--- config.mk ---
export PLATFORM = sky130hd
export DESIGN_NAME = instr_realign
export DESIGN_NICKNAME = d
export VERILOG_FILES = /design/src/rtl/rlgn_pkg.sv /design/src/rtl/rlgn_skid_reg.sv /design/src/rtl/rlgn_pc_track.sv /design/src/rtl/rlgn_out_mux.sv /design/src/rtl/instr_realign.sv
export SDC_FILE = /design/constraint.sdc
export NUM_CORES = 1
export LEC_CHECK = 0
export ABC_AREA = 1
export BUFFER_PORTS_ARGS = -buffer_cell sky130_fd_sc_hd__buf_4
export CAP_MARGIN = 20
export CORE_MARGIN = 2
export CORE_UTILIZATION = 34
export CTS_CLUSTER_SIZE = 28
export DETAILED_ROUTE_END_ITERATION = 8
export GPL_ROUTABILITY_DRIVEN = 1
export SYNTH_ARGS = -nofsm -noshare
export SYNTH_HDL_FRONTEND = slang
export SYNTH_SLANG_ARGS = --single-unit
--- constraint.sdc ---
create_clock -name clk -period 3 [get_ports clk]
set_input_delay 0.15 -clock clk [delete_from_list [all_inputs] [get_ports clk]]
set_output_delay 0.15 -clock clk [all_outputs]
set_load 0.01 [all_outputs]
--- src/rtl/rlgn_pkg.sv ---
package rlgn_pkg;

  // A halfword starts a short instruction unless both low bits are set.
  function automatic logic is_short(input logic [1:0] low_bits);
    return low_bits != 2'b11;
  endfunction

  // Byte distance from one instruction start to the next.
  function automatic logic [2:0] step_bytes(input logic short_instr);
    return short_instr ? 3'd2 : 3'd4;
  endfunction

endpackage

--- src/rtl/rlgn_skid_reg.sv ---
module rlgn_skid_reg #(
  parameter int unsigned HALF_W = 16
) (
  input  logic              clk,
  input  logic              rst_n,
  input  logic              clear,
  input  logic              load,
  input  logic              load_valid,
  input  logic [HALF_W-1:0] load_half,
  input  logic              load_err,
  input  logic              consume,
  output logic              held_valid,
  output logic [HALF_W-1:0] held_half,
  output logic              held_err
);

  logic valid_q;
  logic [HALF_W-1:0] half_q;
  logic err_q;

  always_ff @(posedge clk or negedge rst_n) begin
    if (!rst_n) begin
      valid_q <= 1'b0;
      half_q  <= '0;
      err_q   <= 1'b0;
    end else if (clear) begin
      valid_q <= 1'b0;
    end else if (load) begin
      valid_q <= load_valid;
      half_q  <= load_half;
      err_q   <= load_err;
    end else if (consume) begin
      valid_q <= 1'b0;
    end
  end

  assign held_valid = valid_q;
  assign held_half  = half_q;
  assign held_err   = err_q;

  // a held halfword stays held unless consumed or cleared
  a_r4_held_persists: assert property (@(posedge clk) disable iff (!rst_n)
    held_valid && !clear && !consume |=> held_valid);

  // clear always empties the register
  a_r6_clear_empties: assert property (@(posedge clk) disable iff (!rst_n)
    clear |=> !held_valid);

endmodule

--- src/rtl/rlgn_pc_track.sv ---
module rlgn_pc_track
  import rlgn_pkg::*;
#(
  parameter int unsigned ADDR_W = 32
) (
  input  logic              clk,
  input  logic              rst_n,
  input  logic              branch,
  input  logic [ADDR_W-1:0] target,
  input  logic              advance,
  input  logic              short_instr,
  output logic [ADDR_W-1:0] pc
);

  localparam logic [ADDR_W-1:0] HALF_MASK = ~{{(ADDR_W-1){1'b0}}, 1'b1};

  logic [ADDR_W-1:0] pc_q;
  logic [ADDR_W-1:0] step_ext;

  assign step_ext = {{(ADDR_W-3){1'b0}}, step_bytes(short_instr)};

  always_ff @(posedge clk or negedge rst_n) begin
    if (!rst_n) begin
      pc_q <= '0;
    end else if (branch) begin
      pc_q <= target & HALF_MASK;
    end else if (advance) begin
      pc_q <= pc_q + step_ext;
    end
  end

  assign pc = pc_q;

  // redirect loads the halfword-aligned target
  a_r6_redirect_loads: assert property (@(posedge clk) disable iff (!rst_n)
    branch |=> pc == ($past(target) & HALF_MASK));

  // without a transfer or redirect the address holds
  a_r7_hold_when_idle: assert property (@(posedge clk) disable iff (!rst_n)
    !branch && !advance |=> $stable(pc));

  // the address never becomes odd
  a_r1_halfword_aligned: assert property (@(posedge clk) disable iff (!rst_n)
    pc[0] == 1'b0);

endmodule

--- src/rtl/rlgn_out_mux.sv ---
module rlgn_out_mux
  import rlgn_pkg::*;
#(
  parameter int unsigned HALF_W = 16
) (
  input  logic                clk,
  input  logic                rst_n,
  input  logic                held_valid,
  input  logic [HALF_W-1:0]   held_half,
  input  logic                held_err,
  input  logic                addr_odd_half,
  input  logic                in_valid,
  input  logic [2*HALF_W-1:0] in_word,
  input  logic                in_err,
  input  logic                out_ready,
  input  logic                branch,
  output logic                out_valid,
  output logic [2*HALF_W-1:0] out_window,
  output logic                out_err,
  output logic                in_ready,
  output logic                cur_short,
  output logic                held_short
);

  logic [HALF_W-1:0] in_lo;
  logic [HALF_W-1:0] in_hi;
  logic upper_short;
  logic valid_raw;
  logic ready_raw;

  assign in_lo       = in_word[HALF_W-1:0];
  assign in_hi       = in_word[2*HALF_W-1:HALF_W];
  assign upper_short = is_short(in_hi[1:0]);
  assign held_short  = held_valid && is_short(held_half[1:0]);

  always_comb begin
    if (held_short) begin
      valid_raw  = 1'b1;
      out_window = {{HALF_W{1'b0}}, held_half};
      out_err    = held_err;
      ready_raw  = 1'b0;
      cur_short  = 1'b1;
    end else if (held_valid) begin
      valid_raw  = in_valid;
      out_window = {in_lo, held_half};
      out_err    = in_err | held_err;
      ready_raw  = out_ready;
      cur_short  = 1'b0;
    end else if (!addr_odd_half) begin
      valid_raw  = in_valid;
      out_window = in_word;
      out_err    = in_err;
      ready_raw  = out_ready;
      cur_short  = is_short(in_lo[1:0]);
    end else begin
      valid_raw  = in_valid && upper_short;
      out_window = {in_lo, in_hi};
      out_err    = in_err;
      ready_raw  = out_ready || !upper_short;
      cur_short  = upper_short;
    end
  end

  assign out_valid = valid_raw && !branch;
  assign in_ready  = ready_raw && !branch;

  // a held short instruction is presented without taking a word
  a_r3_held_short_blocks: assert property (@(posedge clk) disable iff (!rst_n)
    held_short && !branch |-> out_valid && !in_ready);

  // an odd entry on a long start takes the word silently
  a_r5_odd_long_absorbed: assert property (@(posedge clk) disable iff (!rst_n)
    !held_valid && addr_odd_half && in_valid && !upper_short && !branch
      |-> !out_valid && in_ready);

  // nothing moves in a redirect cycle
  a_r6_no_transfer_on_redirect: assert property (@(posedge clk) disable iff (!rst_n)
    branch |-> !out_valid && !in_ready);

endmodule

--- src/rtl/instr_realign.sv ---
module instr_realign #(
  parameter int unsigned ADDR_W = 32,
  parameter int unsigned HALF_W = 16
) (
  input  logic                clk,
  input  logic                rst_n,
  input  logic                up_valid,
  input  logic [2*HALF_W-1:0] up_data,
  input  logic                up_err,
  output logic                up_ready,
  output logic                dn_valid,
  output logic [2*HALF_W-1:0] dn_data,
  output logic [ADDR_W-1:0]   dn_addr,
  output logic                dn_err,
  input  logic                dn_ready,
  input  logic                redirect,
  input  logic [ADDR_W-1:0]   redirect_addr
);

  localparam int unsigned WORD_W = 2 * HALF_W;

  logic              held_valid;
  logic [HALF_W-1:0] held_half;
  logic              held_err;
  logic              cur_short;
  logic              held_short;
  logic              word_taken;
  logic              instr_taken;
  logic              skid_load_valid;
  logic [WORD_W-1:0] window;

  // Named events for the checks below
  assign word_taken      = up_valid && up_ready;
  assign instr_taken     = dn_valid && dn_ready;
  assign skid_load_valid = dn_addr[1] ^ cur_short;

  rlgn_out_mux #(.HALF_W(HALF_W)) u_mux (
    .clk          (clk),
    .rst_n        (rst_n),
    .held_valid   (held_valid),
    .held_half    (held_half),
    .held_err     (held_err),
    .addr_odd_half(dn_addr[1]),
    .in_valid     (up_valid),
    .in_word      (up_data),
    .in_err       (up_err),
    .out_ready    (dn_ready),
    .branch       (redirect),
    .out_valid    (dn_valid),
    .out_window   (window),
    .out_err      (dn_err),
    .in_ready     (up_ready),
    .cur_short    (cur_short),
    .held_short   (held_short)
  );

  rlgn_skid_reg #(.HALF_W(HALF_W)) u_skid (
    .clk       (clk),
    .rst_n     (rst_n),
    .clear     (redirect),
    .load      (word_taken),
    .load_valid(skid_load_valid),
    .load_half (up_data[WORD_W-1:HALF_W]),
    .load_err  (up_err),
    .consume   (instr_taken && held_short),
    .held_valid(held_valid),
    .held_half (held_half),
    .held_err  (held_err)
  );

  rlgn_pc_track #(.ADDR_W(ADDR_W)) u_pc (
    .clk        (clk),
    .rst_n      (rst_n),
    .branch     (redirect),
    .target     (redirect_addr),
    .advance    (instr_taken),
    .short_instr(cur_short),
    .pc         (dn_addr)
  );

  assign dn_data = window;

  // a taken short instruction moves the address by two
  a_r7_short_step: assert property (@(posedge clk) disable iff (!rst_n)
    instr_taken && (dn_data[1:0] != 2'b11) |=> dn_addr == $past(dn_addr) + 2);

  // a taken long instruction moves the address by four
  a_r7_long_step: assert property (@(posedge clk) disable iff (!rst_n)
    instr_taken && (dn_data[1:0] == 2'b11) |=> dn_addr == $past(dn_addr) + 4);

  // a stalled instruction keeps its address and window
  a_r9_stall_stable: assert property (@(posedge clk) disable iff (!rst_n)
    dn_valid && !dn_ready && !redirect |=> $stable(dn_addr));

  // a held long start implies an odd-half address
  a_r4_held_means_odd: assert property (@(posedge clk) disable iff (!rst_n)
    held_valid |-> dn_addr[1]);

endmodule

; ---- Word level (Yosys, flattened, before mapping)
; Index checks and enable logic that the tools add are counted.
[totals]
output_inout_bits = 67
ff_bits = 50
word_cells = 44
[classes]
add_sub_neg = 1
mux = 20
eq_ne = 3
n_bitwise = 3
reduce_logical = 13
[ops]
columns = cell, count
row1 = 2-to-1 mux 32 bit, 5
row2 = adder 32 x 3 -> 32 bit, 1
row3 = 2-to-1 mux 1 bit, 14
row4 = logical AND 1 bit, 7
row5 = != test 2 bit (second input constant), 3
row6 = 2-to-1 mux 3 bit, 1
row7 = nonzero test 3 bit, 1
row8 = logical NOT 1 bit, 2
row9 = AND reduction 2 bit, 1
row10 = nonzero test 2 bit, 1
row11 = logical OR 1 bit, 1
row12 = NOT 1 bit, 1
row13 = bitwise OR 1 bit, 1
row14 = XOR 1 bit, 1

; ---- Longest topological paths before layout
; Gate-level depths: netlist of the first run.
[logic_depth]
depth_word = 11
ltp_mapped = 18
mapped_depth_nobuf = 17

; ---- Cells and area by module
; Synthesis of the first run repeated with hierarchy kept, for this count alone.
[unflattened]
cells_unflattened = 564
area_unflattened_um2 = 3669.8
[modules_own_cells]
columns = module, n_inst, seq_area_each_um2, cells_each, area_each_um2
row1 = rlgn_pc_track, 1, 775.7, 331, 2213.4
row2 = rlgn_skid_reg, 1, 450.4, 81, 760.7
row3 = rlgn_out_mux, 1, 0.0, 141, 651.9
row4 = instr_realign, 1, 0.0, 11, 43.8

; ---- Worst setup path after synthesis of the first run
; No wires, ideal clock.
[synth_path]
path_kind = register to register
start = register u_skid.valid_q (netlist: u_skid.held_valid)
end = register u_pc.pc_q[25] (netlist: u_pc.pc[25])
arrival_ns = 2.459
path_slack_ns = 0.425
stages_incl_launch_ff = 18
setup_time_ns = 0.116
cell_sequence = dfrtp_1 > buf_6 > inv_4 > nor2_4 > a21oi_4 > inv_2 > a31oi_1 > inv_1 > ha_1 > fa_1 > inv_1 > nor2_2 > nand2_1 > inv_1 > nand3b_1 > nand3_1 > nand2_1 > nand2_1
[synth_between]
elab_chain_cells = 6
word_cells_on_any_way = 12
cone_classes = add/sub (1) / mux (7) / reduce/logical (4)
[synth_rtl]
columns = item, line
row1 = "start, declared", rlgn_skid_reg.sv:17  ; logic valid_q;
row2 = "start signal, assigned", rlgn_skid_reg.sv:29  ; valid_q <= load_valid;
row3 = 2-to-1 mux 1 bit / logical AND 1 bit (equally long branches), "rlgn_out_mux.sv:43, rlgn_out_mux.sv:34"
row4 = 2-to-1 mux 1 bit, rlgn_out_mux.sv:37  ; if (held_short) begin
row5 = 2-to-1 mux 3 bit, rlgn_pkg.sv:10  ; return short_instr ? 3'd2 : 3'd4;
row6 = adder 32 x 3 -> 32 bit, rlgn_pc_track.sv:28  ; pc_q <= pc_q + step_ext;
row7 = 2-to-1 mux 32 bit, rlgn_pc_track.sv:27  ; end else if (advance) begin
row8 = 2-to-1 mux 32 bit, rlgn_pc_track.sv:25  ; end else if (branch) begin
row9 = "end signal, assigned", rlgn_pc_track.sv:26  ; pc_q <= target & HALF_MASK;
row10 = "end signal, assigned", rlgn_pc_track.sv:28
row11 = "end, declared", rlgn_pc_track.sv:17  ; logic [ADDR_W-1:0] pc_q;
; Parallel ways exist; a longest one is shown, timed or not. The select of a mux whose other input is x is not followed.
; A chain may end at the register's enable or synchronous reset.

; ---- Worst setup path in the final report of the first run
[layout_path]
start = register u_skid.valid_q (netlist: u_skid.held_valid)
end = register u_pc.pc_q[19] (netlist: u_pc.pc[19])
; Same word-level chain as after synthesis.

==> results of run 1 <==
## power by group through the flow
stage          Combinational, W  Sequential, W  Clock, W
6_report                0.00178        0.00105  0.000614
5_1_grt                 0.00198        0.00108  0.000662
4_1_cts                 0.00179        0.00105  0.000625
3_5_place_dp            0.00179        0.00106         0
3_3_place_gp            0.00176        0.00105         0
2_1_floorplan           0.00101        0.00101         0
## placed cells by master, fill, tap and decap left out, types with 3 or more instances in the layout
cell / instances
sky130_fd_sc_hd__a21oi_1: 33
sky130_fd_sc_hd__buf_4: 143
sky130_fd_sc_hd__clkbuf_16: 5
sky130_fd_sc_hd__dfrtp_1: 49
sky130_fd_sc_hd__inv_1: 37
sky130_fd_sc_hd__nand2_1: 253
sky130_fd_sc_hd__nand2_2: 4
sky130_fd_sc_hd__nand3_1: 52
sky130_fd_sc_hd__nand3b_1: 11
sky130_fd_sc_hd__nand4_1: 5
sky130_fd_sc_hd__nor2_1: 106
sky130_fd_sc_hd__nor2_2: 3
sky130_fd_sc_hd__o21ai_0: 23
sky130_fd_sc_hd__o21ai_1: 11
sky130_fd_sc_hd__o21ai_2: 4
sky130_fd_sc_hd__or2_2: 4
## final timing paths
kind                       slack [ps]                   end  cells past startpoint                 start
max                               290           u_pc.pc[19]                     15     u_skid.held_valid
min                                80           u_pc.pc[23]                      3     redirect_addr[23]
max reg2reg                       290           u_pc.pc[19]                     15     u_skid.held_valid
min reg2reg                       480  u_skid.held_half[13]                      2  u_skid.held_half[13]
max in group asynchronous        2130  u_skid.held_half[15]                      2                 rst_n
min in group asynchronous         430           u_pc.pc[31]                      2                 rst_n
## Yosys cell counts, types with 5 or more instances
library cell,count
sky130_fd_sc_hd__inv_1,37
sky130_fd_sc_hd__nand3b_1,11
sky130_fd_sc_hd__buf_6,5
sky130_fd_sc_hd__nand2_1,253
sky130_fd_sc_hd__nor2_1,107
sky130_fd_sc_hd__nand3_1,52
sky130_fd_sc_hd__o21ai_1,11
sky130_fd_sc_hd__buf_4,5
sky130_fd_sc_hd__clkbuf_1,14
sky130_fd_sc_hd__a21oi_1,33
sky130_fd_sc_hd__o21ai_0,23
sky130_fd_sc_hd__dfrtp_1,49
sky130_fd_sc_hd__nand4_1,5
## through the flow
stage / total power [W] / util / area (sq um) / setup WS, ps
after floorplan: 0.00203 / - / 3910 / 425
after global placement: 0.00282 / 0.441 / 4990 / 307
after detailed placement: 0.00285 / 0.441 / 4990 / 265
after CTS: 0.00347 / 0.456 / 5160 / 231
after global routing: 0.00372 / 0.456 / 5160 / 39.5
final: 0.00345 / 0.456 / 5160 / 286
## registers in the layout, indices dropped and copies added (netlist names)
| name | cells |
|---|---|
| u_pc.pc | 31 |
| u_skid.held_half | 16 |
| u_skid.held_valid | 1 |
| u_skid.held_err | 1 |
## critical path: cells and delay by family (launching register included)
kind / cells / cell delay [ps]
simple gates: 8 / 1040
flops: 1 / 510
compound gates: 1 / 140
buf+inv: 4 / 500
fa+ha+maj: 2 / 420
## metal layers
layer,track usage,up-vias,part of all wire
met5,0,-,0
met4,0.0337,0,0.0080
met3,0.0350,9,0.057
met2,0.338,162,0.45
met1,0.312,2086,0.48
li1,-,2293,-
## cell type report
class	instances	area share
clock buffers	7	0.0296
clock inverters	1	0.000970
inverters	40	0.0296
multi-input cells	528	0.458
flip-flops and latches	49	0.238
well taps	143	0.0347
repair buffers	144	0.210
## logic make-up (layout without fill, tap and decap cells)
| group | count (synthesis) | in the layout |
|---|---|---|
| AND/OR/NAND/NOR | 442 | 442 |
| AO/OA/AOI/OAI | 80 | 80 |
| buffers and inverters | 69 | 192 |
| flip-flops | 49 | 49 |
| adder cells (fa/ha/maj) | 3 | 3 |
| XOR/XNOR | 2 | 2 |
| other | 1 | 1 |
## what timing repair did
item | 4_1_cts | 5_1_grt
hold buffers | 1 | 0
resized for setup | 0 | 1
hold endpoints to repair | 49 | 0
endpoints found under the setup margin | 0 | 2
==> results.toml, run 1 <==
[run_status]
run_status = "finished, final reports clean"

[clock_tree]
clk_lat_worst_skew_ps = 290
cts_tree = "built"
clk_slew_on_worst_s_h_paths_ps = 70
max-clock-path-buffers = 2
htreeDepth = 2
cts_root_buf = "sky130_fd_sc_hd__clkbuf_16"
cts-buffers-inserted = 5
cts_num_sinks = 49
post_cts.repair.setup_buffers = 0

[grt]
gr-usage-all-layers = 0.213
grt_max_degree = 50
grt-ovfl-total = 0
first_global_vias = 4281
grt_first_pass_wirelength_um = 21700
initial_antenna_violation_count = 0

[place]
detailed_place_hpwl_um = 9850
port_buffers = 134
numPlacedInstances = 903
place_congestion = 0.858

[pwr]
max-vdd-ir-drop_mv = 0.338
p_sw_frac = 0.426
combPwrFrac = 0.516
seq_power_share = 0.306
cellLeakagePower_nw = 2.65
power.share.clock = 0.178
cell_internal_pwr_w = 0.00198
power.switching_w = 0.00147
cellPowerDensity_mw_per_mm2 = 668

[yosys]
synth-compound-area-share = 0.116
synth_mux_area_frac = 0
post_synth_num_cell_types = 34
seq_area_frac_synth = 0.314
synth-simple-area-share = 0.471
netlist_area_pre_place_sq_mm = 0.00391
yosys_register_bits = 49
yosys.area.top_type = "sky130_fd_sc_hd__dfrtp_1"
post_synth_main_area_contributors = "sky130_fd_sc_hd__dfrtp_1 31%, sky130_fd_sc_hd__nand2_1 24%, sky130_fd_sc_hd__nor2_1 10%"
dominantRegCellSynth = "sky130_fd_sc_hd__dfrtp_1"
synth_fa_ha_area_frac = 0.0115
synth_area_per_inst_sq_um = 6.05
synth_async_sr_flop_share = 1.00
synth_enable_flop_cells = 0
combinational_family_with_the_most_area_after_synthesis = "simple AND/OR/NAND/NOR gates"
synthesized_area_fraction_occupied_by_xor_and_xnor_cells = 0.00448
synth_top_area_share = 0.314
syn-instance-count = 646
synth.net_count = 719
synth_warn = 0

[sta]
drv_slew = 0
min_period_over_period = 0.905
finalCriticalPeriod_ps = 2710
worst-slew-pin-transition_ps = 790
peak_freq_ghz = 0.369
setup_repair_after_global_routing_missed_its_margin = "no"
totalNegativeSetupSlack_ps = 0
hold-worst-slack_ps = 75.2
timing.final.hold_violations = 0
clk_skew_ps = 8.42
max_slew_margin = 0.472
setup-violations-final = 0

[finish]
share_of_layout_cells_above_drive_strength_1 = 0.228
num-fill-cells = 1209
multi_input_area_sq_mm = 0.00236
final-seq-area_sq_mm = 0.00123
diodes = 0
areaGrowthSynthToFinish_pct = 32.0
fin_nets = 841
final_cells = 912

[critical_path]
slowest_stage = "sky130_fd_sc_hd__dfrtp_1"
critPathArrivalTime_ps = 2900
worstPathCellList = "inv_4, buf_4, a31oi_1, inv_1, ha_1, fa_1, inv_1, nor2_2, nand2_1, nor2_2, nand3_1, nand2_1, nand2_1, nand3_1, nand2_1"
worst_setup_path_start_kind = "flip-flop"
worst_path_most_repeated_cell = "sky130_fd_sc_hd__nand2_1"
critPathMaxFanout = 20
crit_path_max_incr_delay_ps = 510
cp-end-kind = "flip-flop"
critPathKind = "flip-flop to flip-flop"
cp_data_required_time_ps = 3190

[die]
floorplan.initialDensity = 0.345
row_count = 39
fp.coreArea_sq_mm = 0.0113
die-area_sq_mm = 0.0124
io-pin-count = 137
die_w_um = 111
floorplan.die.height_um = 111

[route]
wl_um = 13200
routed-via-count = 4550
dr.pass1.iters = 5
drtAntennaViolNets = 0
detail_route.iter0.violations = 335
viasPerCell = 4.99
post_drt_wl_per_cell_um = 14.5
drt_drc_violations_left = 0

[flow_run]
drv_cap = 0

[worst_hold_path]
min_path_type = "primary input to flip-flop"
(Power assumes the default switching activity.)
==> run 2: changes to the inputs <==
ABC_AREA = not set   (was 1)
==> results.toml, run 2 <==
[run_status]
run_status = "finished, final reports clean"

[sta]
min_period_over_period = 0.916
hold-worst-slack_ps = 45.1
timing.final.hold_violations = 0
drv_slew = 0
totalNegativeSetupSlack_ps = 0
finalCriticalPeriod_ps = 2750
max_slew_margin = 0.363
clk_skew_ps = 15.6
worst-slew-pin-transition_ps = 956
setup_repair_after_global_routing_missed_its_margin = "no"
setup-violations-final = 0
peak_freq_ghz = 0.364

[place]
place_congestion = 0.800
port_buffers = 134
detailed_place_hpwl_um = 8000
place_area_sq_mm = 0.00468

[finish]
fin_nets = 616
largest_register_ff_count = 31
design_area_sq_mm = 0.00480
num-fill-cells = 1004
diodes = 0
areaGrowthSynthToFinish_pct = 33.7
layout.cells.most_common = "sky130_fd_sc_hd__buf_4"
share_of_layout_cells_above_drive_strength_1 = 0.331
most-common-layout-cells = "143 x sky130_fd_sc_hd__buf_4, 71 x sky130_fd_sc_hd__nand2_1, 49 x sky130_fd_sc_hd__dfrtp_1"

[critical_path]
critPathMaxFanout = 12
cp_data_required_time_ps = 3210
slowest_stage = "sky130_fd_sc_hd__or4_1"
worst_path_most_repeated_cell = "sky130_fd_sc_hd__a21oi_1"
r2r_setup_slack_ps = 250
critPathArrivalTime_ps = 2960
crit_path_max_incr_delay_ps = 570
cp-end-kind = "flip-flop"
reg_to_reg_startpoint = "u_pc.pc[1]"
worst_setup_path_start_kind = "flip-flop"
reg2reg_depth = 9
critical_path.reg2reg.endpoint = "u_pc.pc[17]"
worstPathCellList = "a21oi_1, a21oi_1, o21ai_1, ha_1, fa_1, and4_4, nand3_2, or4_1, a221oi_1"
critPathKind = "flip-flop to flip-flop"

[yosys]
yosys.area.top_type = "sky130_fd_sc_hd__dfrtp_1"
syn-instance-count = 424
post_synth_main_area_contributors = "sky130_fd_sc_hd__dfrtp_1 34%, sky130_fd_sc_hd__nand2_1 7.4%, sky130_fd_sc_hd__or4_1 4.8%"
yosys_register_bits = 49
post_synth_num_cell_types = 57
post-synth-top-count-cell = "sky130_fd_sc_hd__nand2_1"
synth_async_sr_flop_share = 1.00
synth_warn = 0
netlist_area_pre_place_sq_mm = 0.00359
synth_area_per_inst_sq_um = 8.47
dominantRegCellSynth = "sky130_fd_sc_hd__dfrtp_1"
synth_top_area_share = 0.342
synth.net_count = 497
seq_area_frac_synth = 0.342
ys_top_cells_by_count = "71 x sky130_fd_sc_hd__nand2_1, 49 x sky130_fd_sc_hd__dfrtp_1, 27 x sky130_fd_sc_hd__o21ai_0, 23 x sky130_fd_sc_hd__or4_1"
synth_enable_flop_cells = 0

[flow_run]
drv_cap = 0

[clock_tree]
clk_lat_worst_skew_ps = 310
cts-buffers-inserted = 5
max-clock-path-buffers = 2
clk_slew_on_worst_s_h_paths_ps = 100
cts_tree = "built"
cts_num_sinks = 49
cts_root_buf = "sky130_fd_sc_hd__clkbuf_8"
htreeDepth = 2

[route]
drt_drc_violations_left = 0
detail_route.iter0.violations = 260
post_drt_wl_per_cell_um = 16.2
viasPerCell = 5.56
drtAntennaViolNets = 0
routed-via-count = 3778
wl_um = 11000
dr.pass1.iters = 5

[worst_hold_path]
min_path_type = "primary input to flip-flop"
worst_hold_startpoint = "redirect_addr[3]"
cells_on_worst_hold_path = 2
min_to = "u_pc.pc[3]"

[die]
floorplan.initialDensity = 0.349
die-area_sq_mm = 0.0114
row_count = 37
io-pin-count = 137
floorplan.die.height_um = 107
die_w_um = 107
fp.coreArea_sq_mm = 0.0103

[grt]
grt_first_pass_wirelength_um = 17700
grt-ovfl-total = 0
first_global_vias = 3586
grt_max_degree = 50
gr-usage-all-layers = 0.189
initial_antenna_violation_count = 0

[pwr]
max-vdd-ir-drop_mv = 0.190
cellLeakagePower_nw = 2.13
cellPowerDensity_mw_per_mm2 = 517
run 2: final cells by class:
type	count	area [sq um]	share of cell area
Clock buffer	6	82.6	0.0172
Clock inverter	2	13.8	0.00287
Inverter	6	22.5	0.00469
Multi-Input combinational cell	336	2180	0.454
Sequential cell	49	1230	0.256
Tap cell	136	170	0.0355
Timing Repair Buffer	145	1100	0.230
run 2: repair_timing:
| action | in CTS | in global routing |
|---|---|---|
| endpoints found under the setup margin | 0 | 4 |
| gates resized for setup | 0 | 1 |
| hold endpoints to repair | 49 | 0 |
| hold buffers | 1 | 0 |
| buffers inserted | 0 | 2 |
run 2: how the worst max path moves through the flow:
| stage | from | endpoint | slack [ps] |
|---|---|---|---|
| after floorplan | u_pc.pc[1] | u_pc.pc[25] | 390 |
| after global placement | u_pc.pc[1] | u_pc.pc[24] | 230 |
| after detailed placement | u_pc.pc[1] | u_pc.pc[24] | 180 |
| after CTS | u_pc.pc[1] | u_pc.pc[24] | 160 |
| after global routing | u_pc.pc[1] | u_pc.pc[17] | 60 |
| final | u_pc.pc[1] | u_pc.pc[17] | 250 |
run 2: per-layer routing:
metal | up-vias | share of wire | wire [um] | GRT usage
li1 | 1825 | - | - | -
met1 | 1772 | 0.46 | 5050 | 0.271
met2 | 172 | 0.46 | 5040 | 0.294
met3 | 9 | 0.075 | 833 | 0.0353
met4 | 0 | 0.011 | 121 | 0.0501
met5 | - | 0 | 0 | 0
run 2: stage by stage:
stage                      util  total power [W]  instances  setup slack, ps
after detailed placement  0.455          0.00206        669              184
after global routing      0.467          0.00265        680             57.2
after CTS                 0.465          0.00250        678              164
final                     0.467          0.00248        680              251
after floorplan               -          0.00155        424              390
after global placement    0.455          0.00205        669              226
run 2: kinds of logic (layout without fill, tap and decap cells):
logic type | after synthesis | after routing | synth area share
simple gates | 191 | 191 | 0.284
compound gates | 106 | 106 | 0.195
flops | 49 | 49 | 0.342
buf+inv | 39 | 159 | 0.0512
mux | 35 | 35 | 0.114
fa+ha+maj | 3 | 3 | 0.0125
other cells | 1 | 1 | 0.00104
run 2: report_power, final:
part           internal (W)  total [W]  switching [W]
registers          0.000780   0.000905       0.000125
logic              0.000575    0.00114       0.000570
clock network      0.000188   0.000431       0.000243
total               0.00154    0.00248       0.000939
run 2: critical path: cells and delay by family, from the launching register on:
kind,cells,cell delay [ps]
DFF,1,460
AOI/OAI and AO/OA,4,630
adders and majority gates,2,470
and+or+nand+nor,3,1080
